[src/rtl/bps_pkg.sv]
package bps_pkg;
   typedef enum logic [1:0] {
      ST_IDLE,
      ST_RD,
      ST_EVAL,
      ST_DONE
   } scan_state_e;

   localparam int BYTE_W = 8;
endpackage

[src/rtl/bps_addr_gen.sv]
module bps_addr_gen #(
   parameter int NUM_PAGES = 256,
   parameter int PAGE_W    = 8,
   parameter int COL_W     = 8,
   parameter int PTR_COL   = 'hC4,
   parameter int SIG_N     = 3,
   parameter int STEP_W    = 3
) (
   input  logic              clk,
   input  logic              rst_n,
   input  logic              clr,
   input  logic              step_byte,
   input  logic              next_page,
   output logic [PAGE_W-1:0] page,
   output logic [STEP_W-1:0] step,
   output logic [COL_W-1:0]  col,
   output logic              last_page
);
   localparam logic [PAGE_W-1:0] LAST_PG = PAGE_W'(NUM_PAGES - 1);

   always_ff @(posedge clk or negedge rst_n) begin
      if (!rst_n) begin
         page <= '0;
         step <= '0;
      end else if (clr) begin
         page <= '0;
         step <= STEP_W'(SIG_N);
      end else if (next_page) begin
         page <= page + 1'b1;
         step <= '0;
      end else if (step_byte) begin
         step <= step + 1'b1;
      end
   end

   always_comb begin
      if (step < STEP_W'(SIG_N)) col = COL_W'(step);
      else                       col = COL_W'(PTR_COL) + COL_W'(step - STEP_W'(SIG_N));
   end

   assign last_page = (page == LAST_PG);
endmodule

[src/rtl/bps_sig_check.sv]
module bps_sig_check #(
   parameter int          SIG_N    = 3,
   parameter int          STEP_W   = 3,
   parameter logic [23:0] SIG_WORD = 24'h0000E9
) (
   input  logic [STEP_W-1:0] step,
   input  logic [7:0]        data,
   output logic              match
);
   logic [SIG_N-1:0] hit;

   for (genvar g = 0; g < SIG_N; g++) begin : g_hit
      assign hit[g] = (data == SIG_WORD[8*g +: 8]);
   end

   always_comb begin
      match = 1'b0;
      for (int i = 0; i < SIG_N; i++) begin
         if (step == STEP_W'(i)) match = hit[i];
      end
   end
endmodule

[src/rtl/bps_ptr_asm.sv]
module bps_ptr_asm #(
   parameter int PTR_BYTES = 3
) (
   input  logic                   clk,
   input  logic                   rst_n,
   input  logic                   clr,
   input  logic                   load,
   input  logic [7:0]             data,
   output logic [8*PTR_BYTES-1:0] ptr
);
   logic [7:0] lane [PTR_BYTES];

   for (genvar g = 0; g < PTR_BYTES; g++) begin : g_lane
      always_ff @(posedge clk or negedge rst_n) begin
         if (!rst_n)     lane[g] <= '0;
         else if (clr)   lane[g] <= '0;
         else if (load) begin
            if (g == PTR_BYTES - 1) lane[g] <= data;
            else                    lane[g] <= lane[(g + 1) % PTR_BYTES];
         end
      end
      assign ptr[8*g +: 8] = lane[g];
   end
endmodule

[src/rtl/bps_scanner.sv]
module bps_scanner
   import bps_pkg::*;
#(
   parameter int          NUM_PAGES = 256,
   parameter int          PAGE_W    = (NUM_PAGES > 1) ? $clog2(NUM_PAGES) : 1,
   parameter int          COL_W     = 8,
   parameter int          PTR_COL   = 'hC4,
   parameter int          PTR_BYTES = 3,
   parameter int          PTR_W     = 8 * PTR_BYTES,
   parameter int          SIG_N     = 3,
   parameter logic [23:0] SIG_WORD  = 24'h0000E9
) (
   input  logic              clk,
   input  logic              rst_n,
   input  logic              start,
   output logic              rd_req,
   output logic [PAGE_W-1:0] rd_page,
   output logic [COL_W-1:0]  rd_col,
   input  logic              rd_ack,
   input  logic [7:0]        rd_data,
   output logic              busy,
   output logic              done,
   output logic              not_found,
   output logic [PTR_W-1:0]  boot_ptr
);
   localparam int STEP_W    = $clog2(SIG_N + PTR_BYTES + 1);
   localparam int LAST_STEP = SIG_N + PTR_BYTES - 1;

   if (NUM_PAGES < 2) begin : g_bad_pages
      $error("bps_scanner: NUM_PAGES must be at least 2");
   end
   if (PAGE_W > PTR_W || (1 << PAGE_W) < NUM_PAGES) begin : g_bad_pw
      $error("bps_scanner: PAGE_W does not fit NUM_PAGES or PTR_W");
   end
   if (PTR_COL + PTR_BYTES > (1 << COL_W) || PTR_COL < SIG_N) begin : g_bad_col
      $error("bps_scanner: pointer columns out of range");
   end
   if (PTR_W != 8 * PTR_BYTES || SIG_N > 3) begin : g_bad_w
      $error("bps_scanner: width parameters inconsistent");
   end

   scan_state_e       state, state_nx;
   logic [PAGE_W-1:0] page;
   logic [STEP_W-1:0] step;
   logic              last_page, sig_ok;
   logic [PTR_W-1:0]  ptr_val;
   logic              addr_clr, step_byte, next_page, ptr_clr, ptr_load;
   logic              fin_found, fin_none;
   logic              in_sig, ptr_good;

   bps_addr_gen #(
      .NUM_PAGES(NUM_PAGES), .PAGE_W(PAGE_W), .COL_W(COL_W),
      .PTR_COL(PTR_COL), .SIG_N(SIG_N), .STEP_W(STEP_W)
   ) u_addr (
      .clk(clk), .rst_n(rst_n), .clr(addr_clr), .step_byte(step_byte),
      .next_page(next_page), .page(page), .step(step), .col(rd_col),
      .last_page(last_page)
   );

   bps_sig_check #(.SIG_N(SIG_N), .STEP_W(STEP_W), .SIG_WORD(SIG_WORD)) u_sig (
      .step(step), .data(rd_data), .match(sig_ok)
   );

   bps_ptr_asm #(.PTR_BYTES(PTR_BYTES)) u_ptr (
      .clk(clk), .rst_n(rst_n), .clr(ptr_clr), .load(ptr_load),
      .data(rd_data), .ptr(ptr_val)
   );

   assign in_sig   = (step < STEP_W'(SIG_N));
   assign ptr_good = (ptr_val != '0) && (ptr_val != PTR_W'(page));

   always_comb begin
      state_nx  = state;
      addr_clr  = 1'b0;
      step_byte = 1'b0;
      next_page = 1'b0;
      ptr_clr   = 1'b0;
      ptr_load  = 1'b0;
      fin_found = 1'b0;
      fin_none  = 1'b0;
      unique case (state)
         ST_IDLE, ST_DONE: begin
            if (start) begin
               addr_clr = 1'b1;
               ptr_clr  = 1'b1;
               state_nx = ST_RD;
            end
         end
         ST_RD: begin
            if (rd_ack) begin
               if (in_sig) begin
                  if (!sig_ok) begin
                     if (last_page) begin
                        fin_none = 1'b1;
                        state_nx = ST_DONE;
                     end else begin
                        next_page = 1'b1;
                     end
                  end else begin
                     step_byte = 1'b1;
                  end
               end else begin
                  ptr_load = 1'b1;
                  if (step == STEP_W'(LAST_STEP)) state_nx = ST_EVAL;
                  else                            step_byte = 1'b1;
               end
            end
         end
         ST_EVAL: begin
            if (ptr_good) begin
               fin_found = 1'b1;
               state_nx  = ST_DONE;
            end else if (last_page) begin
               fin_none = 1'b1;
               state_nx = ST_DONE;
            end else begin
               next_page = 1'b1;
               state_nx  = ST_RD;
            end
         end
         default: state_nx = ST_IDLE;
      endcase
   end

   always_ff @(posedge clk or negedge rst_n) begin
      if (!rst_n) begin
         state     <= ST_IDLE;
         done      <= 1'b0;
         not_found <= 1'b0;
         boot_ptr  <= '0;
      end else begin
         state <= state_nx;
         if (addr_clr) begin
            done      <= 1'b0;
            not_found <= 1'b0;
            boot_ptr  <= '0;
         end else if (fin_found) begin
            done     <= 1'b1;
            boot_ptr <= ptr_val;
         end else if (fin_none) begin
            done      <= 1'b1;
            not_found <= 1'b1;
         end
      end
   end

   assign rd_req  = (state == ST_RD);
   assign rd_page = page;
   assign busy    = (state == ST_RD) || (state == ST_EVAL);
endmodule

[config.mk]
export PLATFORM = sky130hd
export DESIGN_NAME = bps_scanner
export DESIGN_NICKNAME = d
export VERILOG_FILES = /design/src/rtl/bps_pkg.sv /design/src/rtl/bps_addr_gen.sv /design/src/rtl/bps_sig_check.sv /design/src/rtl/bps_ptr_asm.sv /design/src/rtl/bps_scanner.sv
export SDC_FILE = /design/constraint.sdc
export NUM_CORES = 1
export LEC_CHECK = 0
export BUFFER_PORTS_ARGS = -buffer_cell sky130_fd_sc_hd__buf_2
export CELL_PAD_IN_SITES_DETAIL_PLACEMENT = 2
export CELL_PAD_IN_SITES_GLOBAL_PLACEMENT = 2
export CORE_MARGIN = 8
export CORE_UTILIZATION = 39
export CTS_BUF_LIST = sky130_fd_sc_hd__clkbuf_4
export CTS_CLUSTER_DIAMETER = 40
export DETAILED_ROUTE_END_ITERATION = 12
export GPL_ROUTABILITY_DRIVEN = 0
export PLACE_DENSITY = 0.95
export SYNTH_ARGS = -nofsm -noshare
export SYNTH_HDL_FRONTEND = slang
export SYNTH_HIERARCHICAL = 1
export SYNTH_SLANG_ARGS = --single-unit
[constraint.sdc]
create_clock -name clk -period 5.99 [get_ports clk]
set_clock_uncertainty 0.1 [all_clocks]
set_input_delay 0.599 -clock clk [delete_from_list [all_inputs] [get_ports clk]]
set_output_delay 0.599 -clock clk [all_outputs]
set_load 0.02 [all_outputs]
==> metrics.md <==
| Metric | Value |
|---|---|
| Cell Pwr Density | `516 nW/um2` |
| Num rows | `33` |
| Post-synth EDFFs | `0` |
| Most common cell in the synthesized netlist | `dfrtp_1` |
| Die area | `11500 um2` |
| Top cell type's share of synthesized area | `0.487` |
| Die W | `107 um` |
| Post-synth ARST share | `1.00` |
| Fin nets | `385` |
| Max Clk Rate | `274 MHz` |
| Synth Net Count | `337` |
| Post-synthesis mux area share | `0.0900` |
| Detailed Route Iter0 Violations | `142` |
| Largest net degree at the start of global routing | `64` |
| Setup TNS | `0 ns` |
| Crit path time final | `3.66 ns` |
| H-tree Lvls | `3` |
| Worst hold path class | `in -> async` |
| Vias in the first global route | `3130` |
| Core Util, Final | `0.450` |
| ANT cells | `0` |
| Core Area | `8130 um2` |
| Total power | `1.89 mW` |
| Worst skew pair latency | `0.41 ns` |
| Synth Warn # | `6` |
| Critical path type | `reg -> reg` |
| Rel. slew slack | `0.216` |
| HPWL after DPL | `7380 um` |
| Peak supply drop | `0.149 mV` |
| Synth unique cells | `40` |
| Max Slew Vio Count | `0` |
| Ratio of cells with drive above 1 in the final layout | `0.214` |
| RSZ-0062 raised after global routing | `no` |
| Mapped Area | `3240 um2` |
| Post-Syn Area per Cell | `10.2 um2` |
| Slowest stage cell on the critical path | `nor2_1` |
| Max Cap Viol | `0` |
| Clock buffer depth | `2` |
| CTS tree | `built` |
| Hold_buf cts | `0` |
| Crit start category | `register` |
| Grt total ovfl | `0` |
| Post-synthesis sequential area ratio | `0.487` |
| Post-synth top area cell | `dfrtp_1` |
| Period utilization | `0.610` |
| Post-synthesis xor/xnor area fraction | `0.0379` |
| Hold Violations, Final | `0` |
| Via count | `2750` |
| Design Area, Final | `3660 um2` |
| R2R depth | `8` |
| Setup-failing EPs final | `0` |
| Setup crit start | `u_addr/page[2]` |
| Simple logic cell fraction of the synthesized area | `0.154` |
| Critical Path Fanout Max | `25` |
| Initial antenna violation count | `0` |
| Worst R2R Start | `u_addr/page[2]` |
| Cells after Synth | `317` |
| Antenna Nets Post-Route | `0` |
| Setup repair bufs after CTS | `0` |
| Die H | `107 um` |
| Global-route wire length before repair | `17300 um` |
| Ys flop type | `dfrtp_1` |
| Largest family of logic cells by synthesized area | `simple AND/OR/NAND/NOR gates` |
| CTS buffer count | `9` |
| I/O pin total | `56` |
| Wire per inst | `22.8 um` |
| Worst setup EP type | `register` |
| Adder and majority cell fraction of the synthesized area | `0.0332` |
| Arr. time, crit path | `3.87 ns` |
| Worst r2r dst | `u_addr/page[7]` |
| Status | `finished clean` |
| Initial core utilization | `0.398` |
| I/O Buffers | `55` |
| DRC | `0` |
| Worst-path clk slew | `0.11 ns` |
| Area grow syn2layout | `13.1%` |
| Crit-path cells | `xnor2_1, nand4_1, o21a_1, o31a_1, nor2_1, nand4_4, or3_1, a21oi_1` |
| Synth cell count leaders | `dfrtp_1, a21oi_1, nor2_1` |
| Placed cell area | `3540 um2` |
| Drt total wl | `10800 um` |
| CP max stage delay | `0.68 ns` |
| Clock Sinks | `63` |
| Post-CTS Resized | `0` |
| R2R Setup Slk | `2.33 ns` |
| Worst Path Required | `6.21 ns` |
| Leakage power | `1.69 nW` |
| Post-synthesis sequential element count | `63` |
| Drt first pass iters | `4` |
| Compound-Gate Fraction of Synth Area | `0.144` |
| GRT Util Overall | `0.194` |
| Top area cells in the synthesized netlist | `dfrtp_1, mux2i_1, o211ai_1, a21oi_1, nand3_1` |
| Via-per-instance ratio | `5.80` |
| Worst-margin pin slew | `1.18 ns` |
| Clock Tree Root | `clkbuf_4` |
## per-stage QoR
step	worst slack, ns	instances	hold WS (ns)
final	2.33	474	0.230
after global routing	2.21	474	0.282
after CTS	2.36	474	0.262
after detailed placement	2.53	459	0.428
after global placement	2.88	459	0.419
after floorplan	3.57	317	0.203
## power breakdown
group          total [mW]  switching (mW)  leakage [nW]  internal [mW]
clock               0.286           0.159        0.0673          0.126
combinational       0.938           0.645         0.764          0.293
sequential          0.668           0.138         0.859          0.530
## worst max-delay path by stage
| stage | end | slack, ns |
|---|---|---|
| after floorplan | u_addr/page[5] | 3.57 |
| after global placement | u_addr/page[5] | 2.88 |
| after detailed placement | u_addr/page[7] | 2.53 |
| after CTS | u_addr/page[7] | 2.36 |
| after global routing | u_addr/page[7] | 2.21 |
| final | u_addr/page[7] | 2.33 |
## cell usage in the layout, fill, tap and decap left out, types with 2 or more instances in the layout
cell type  synthesis  routed
nand2_1            8       8
inv_1              9       9
or4_1              2       2
nor4_1             6       6
nor2b_1            2       2
o211ai_1          25      25
or3_1              3       3
o21bai_1           2       2
nor2_1            34      33
o21ai_0            4       4
buf_2              2      55
nor4b_1            2       2
nand4_1            5       5
ha_1               7       7
nor3_1             3       3
xnor2_1           11      11
mux2i_1           28      28
a21oi_1           35      35
nand3_1           29      29
clkinv_1           0       2
xor2_1             3       3
buf_4              4       4
clkbuf_4           0      10
dfrtp_1           63      63
## state kept, by name, indices dropped and copies added, names as in the netlist
register,flops
done,1
u_ptr/ptr,24
boot_ptr,24
not_found,1
u_addr/step,3
state,2
u_addr/page,8
## metal layers
| layer | vias up | routed length [um] | track usage |
|---|---|---|---|
| li1 | 1235 | - | - |
| met2 | 90 | 5330 | 0.318 |
| met3 | 24 | 710 | 0.0456 |
| met4 | 0 | 279 | 0.0955 |
| met5 | - | 0 | 0 |
| met1 | 1401 | 4510 | 0.234 |
## critical path: cells and delay by family, from the launching register on
kind | cells | cell delay, ns
flops | 1 | 0.51
xor+xnor | 1 | 0.22
simple gates | 4 | 1.45
compound gates | 3 | 1.26
## final cells by class
type,instances,area (um2)
clock buffers,10,75.1
multi-input cells,223,1490
repair buffers,59,305
clock inverters,5,50.0
inverters,9,33.8
flip-flops and latches,63,1580
fillers,868,4470
well taps,105,131
## cell families (layout without fill, tap and decap cells)
| logic type | Yosys count | count (layout) |
|---|---|---|
| buf+inv | 31 | 83 |
| fa+ha+maj | 8 | 8 |
| flops | 63 | 63 |
| xor+xnor | 14 | 14 |
| simple gates | 99 | 99 |
| compound gates | 73 | 73 |
| mux | 29 | 29 |
Power figures use the tool's default switching activity.
